File: config.mk
export PLATFORM = sky130hd
export DESIGN_NAME = serbus_regfront
export DESIGN_NICKNAME = d
export VERILOG_FILES = /design/src/rtl/serbus_regfront.sv
export SDC_FILE = /design/constraint.sdc
export NUM_CORES = 1
export LEC_CHECK = 0
export BUFFER_PORTS_ARGS = -buffer_cell sky130_fd_sc_hd__clkbuf_2
export CORE_MARGIN = 3
export CORE_UTILIZATION = 46
export DETAILED_ROUTE_END_ITERATION = 10
export PLACE_DENSITY_LB_ADDON = 0.15
export REMOVE_ABC_BUFFERS = 1
export SYNTH_ARGS = -nofsm -noshare
export SYNTH_HDL_FRONTEND = slang
export SYNTH_SLANG_ARGS = --single-unit
export TNS_END_PERCENT = 30
File: constraint.sdc
create_clock -name clk -period 1.88 [get_ports clk]
set_input_delay 0 -clock clk [delete_from_list [all_inputs] [get_ports clk]]
set_output_delay 0 -clock clk [all_outputs]
set_load 0.05 [all_outputs]
File: src/rtl/serbus_regfront.sv
module serbus_regfront #(
  parameter int OFS_W = 8,
  parameter logic [OFS_W-1:0] CMD_OFS  = 8'h08,
  parameter logic [OFS_W-1:0] RD_OFS   = 8'h10,
  parameter logic [OFS_W-1:0] STAT_OFS = 8'h14,
  parameter logic [OFS_W-1:0] MODE_OFS = 8'h1C
) (
  input  logic             clk,
  input  logic             rst_n,
  input  logic             host_wr,
  input  logic             host_rd,
  input  logic [OFS_W-1:0] host_ofs,
  input  logic [31:0]      host_wdata,
  output logic [31:0]      host_rdata,
  output logic             bus_req,
  output logic             bus_rnw,
  output logic [15:0]      bus_addr,
  output logic [7:0]       bus_wdata,
  input  logic             bus_done,
  input  logic [7:0]       bus_rdata
);

  logic        busy, rd_ready;
  logic [10:0] mode_q;
  logic [7:0]  byte_q;
  logic [31:0] rd_mux;

  wire cmd_take = host_wr && (host_ofs == CMD_OFS) && !busy;
  wire finish   = bus_done && busy;
  wire rd_pop   = host_rd && (host_ofs == RD_OFS);

  always_ff @(posedge clk) begin
    if (!rst_n) begin
      busy      <= 1'b0;
      rd_ready  <= 1'b0;
      mode_q    <= '0;
      byte_q    <= '0;
      bus_req   <= 1'b0;
      bus_rnw   <= 1'b0;
      bus_addr  <= '0;
      bus_wdata <= '0;
    end else begin
      bus_req <= cmd_take;
      if (host_wr && host_ofs == MODE_OFS) mode_q <= host_wdata[10:0];
      if (cmd_take) begin
        busy      <= 1'b1;
        rd_ready  <= 1'b0;
        bus_rnw   <= host_wdata[24];
        bus_addr  <= {1'b0, mode_q[10:4], host_wdata[23:16]};
        bus_wdata <= host_wdata[7:0];
      end else if (finish) begin
        busy <= 1'b0;
        if (bus_rnw) begin
          byte_q   <= bus_rdata;
          rd_ready <= 1'b1;
        end
      end else if (rd_pop) begin
        rd_ready <= 1'b0;
      end
    end
  end

  always_comb begin
    rd_mux = '0;
    if (host_ofs == RD_OFS)   rd_mux = {24'h0, byte_q};
    if (host_ofs == STAT_OFS) rd_mux = {29'h0, rd_ready, !busy, busy};
    if (host_ofs == MODE_OFS) rd_mux = {21'h0, mode_q};
  end

  always_ff @(posedge clk) begin
    if (!rst_n)       host_rdata <= '0;
    else if (host_rd) host_rdata <= rd_mux;
    else              host_rdata <= '0;
  end

endmodule

==> impl_metrics.yaml <==
grt:
  grt_util_met1_pct: 22.6
  grt_util_met3_pct: 8.26
  busiest_layer: "met2"
  antenna_found_initial: 0
  grt_max_degree: 39
  grt.total_usage_pct: 19.0
  grtUsageMet2_pct: 30.9
  grt.overflow.total: 0
  grt_pass1_vias: 1908
  grt_pass1_wl_um: 9010
clocking:
  ctsResizeCount: 0
  clk_path_buf_depth: 2
  clk_pin_slew_worst_paths_ns: 0.06
  cts_tree: "yes"
  cts_root_buffer: "clkbuf_8"
  cts_htree_levels: 3
  insertion_delay_ns: 0.33
  clkSinkCount: 57
  cts-buffers-inserted: 9
sta:
  finalSetupViolations: 0
  fin_crit_ns: 1.41
  slew_violations: 0
  slew_headroom_pct: 61.3
  worst_pin_slew_ns: 0.576
  rsz0062_at_grt: "false"
  hold_viol: 0
  worst_slack_ns: 0.471
  fmax_mhz: 710
  finClkSkew_ns: 0.00201
  hold-worst-slack_ns: 0.0241
  fin_crit_sh_pct: 75.0
critical_path:
  critPathKind: "primary input to register"
  startpoint_type: "primary input"
  required_ns: 2.14
  arrival_ns: 1.67
  endpoint_kind: "register"
  crit_fanout: 11
synthesis:
  synth_area_um2: 2400
  syn_area_per_cell_um2: 9.50
  synth-edff-count: 0
  ys_warn_count: 0
  synthCells: 253
  synth_top_flop_cell: "dfxtp_1"
  async_flop_share_pct: 0
  synth_seq_area_share_pct: 47.5
  synth_cell_types: 31
  synth_seq_cells: 57
detailed_routing:
  final_antenna_net_count: 0
  firstDrtPassIters: 4
  wirelength_um: 5340
  drt_iter0_markers: 75
  avgViaCountPerCell: 4.58
  vias: 1970
  drc: 0
  post_drt_wl_per_cell_um: 12.4
place:
  port_buffers: 76
  hpwl_um: 3530
  place_ws_ns: 0.373
  place_congestion: 0.757
flow_run:
  max_cap_violations: 0
floorplanning:
  die_area_um2: 6130
  dieWidth_um: 78.3
  core_area_um2: 4880
  floorplan.initialDensity_pct: 49.3
  die_h_um: 78.3
  num_io_pins: 111
  row_count: 25
finish:
  diodes: 0
  syn_to_final_growth_pct: 32.7
  fin_util_pct: 65.4
  drive_above_1_share_pct: 26.7
  layout.nets: 413
  fillers: 432
worst_hold_path:
  hp-class: "primary input to register"
power:
  max-vdd-ir-drop_v: 0.000566
  power_density_nw_per_um2: 763
  power_leakage_nw: 1.38
status:
  outcome: "complete, no violations"
[layer usage]
metal  part of all wire (%)  up-vias
li1                       -     1015
met1                     45      885
met2                     47       63
met3                    7.2        7
met4                    1.3        0
met5                      0        -
[worst max-delay path, cell delays in order]
cell and delay (ns):
dlygate4sd3_1 0.52, clkbuf_2 0.16, and3_1 0.16, buf_4 0.17
and4bb_4 0.44, mux2i_1 0.22
[cell usage after synthesis, types with 2 or more instances]
cell,number,area share (%)
a21boi_0,9,2.8
a22oi_1,5,1.6
and3_1,8,2.1
and3b_1,2,0.73
buf_12,2,1.7
buf_4,22,6.9
buf_6,2,0.94
clkbuf_1,8,1.2
dfxtp_1,57,47
mux2i_1,35,15
nand2_1,72,11
nor2_1,8,1.2
o21ai_0,3,0.62
o2bb2ai_1,3,1.1
[report_power, final]
group          switching, mW  internal, mW
clock network          0.429         0.537
logic                  0.167        0.0901
registers           0.000478          1.21
[flip-flops by register name, indices dropped and copies added, names as in the netlist]
signal      count
bus_addr       15
bus_req         1
bus_rnw         1
bus_wdata       8
busy            1
byte_q          8
host_rdata     11
mode_q         11
rd_ready        1
[cell usage in the layout, fill, tap and decap left out, types with 2 or more instances in the layout]
cell | Yosys | final
nor2_1 | 8 | 8
nand2_1 | 72 | 72
o21ai_0 | 3 | 3
clkbuf_8 | 0 | 11
mux2i_1 | 35 | 35
buf_4 | 22 | 5
and3b_1 | 2 | 2
conb_1 | 1 | 22
and3_1 | 8 | 8
a21boi_0 | 9 | 9
clkbuf_1 | 8 | 3
o2bb2ai_1 | 3 | 3
clkbuf_2 | 0 | 76
dlygate4sd3_1 | 0 | 29
dfxtp_1 | 57 | 57
a22oi_1 | 5 | 5
[final cells by class]
type                    count  area [um^2]  share of cell area (%)
flip-flops and latches     57         1140                    35.8
repair buffers            111          728                    22.8
multi-input cells         181         1070                    33.7
clock buffers              14          163                    5.10
well taps                  67         83.8                    2.63
[metrics by stage]
step           cell area [um^2]  setup TNS (ns)  total power [mW]  std cells
3_3_place_gp               2740               0              1.44        387
2_1_floorplan              2220           -6.52              1.36        238
4_1_cts                    3190               0              2.47        430
3_5_place_dp               2740               0              1.44        387
5_1_grt                    3190               0              2.54        430
6_report                   3190               0              2.43        430
[what timing repair did]
| action | CTS | global route |
|---|---|---|
| endpoints found under the hold margin | 39 | 0 |
| hold buffers | 29 | 0 |
| setup buffers | 0 | 0 |
[cells by family (layout without fill, tap and decap cells)]
group,after synthesis,in the layout,synth area share (%)
AO/OA/AOI/OAI,24,24,7.34
flip-flops,57,57,47.5
buffers and inverters,36,125,11.1
multiplexers,35,35,14.6
other,1,22,0.156
AND/OR/NAND/NOR,100,100,19.4
[final timing paths]
check	start	end	slack [ns]	cells after the start
hold / removal	host_ofs[5]	rd_ready$_SDFFE_PP0P_	0.02	3
setup / recovery	host_ofs[4]	mode_q[0]$_SDFFE_PN0P_	0.47	6
setup reg to reg	busy$_SDFFE_PN0P_	bus_addr[4]$_SDFFE_PN0P_	0.59	3
hold reg to reg	mode_q[2]$_SDFFE_PN0P_	mode_q[2]$_SDFFE_PN0P_	0.45	2
No activity file was read; power rests on OpenSTA's default activity.
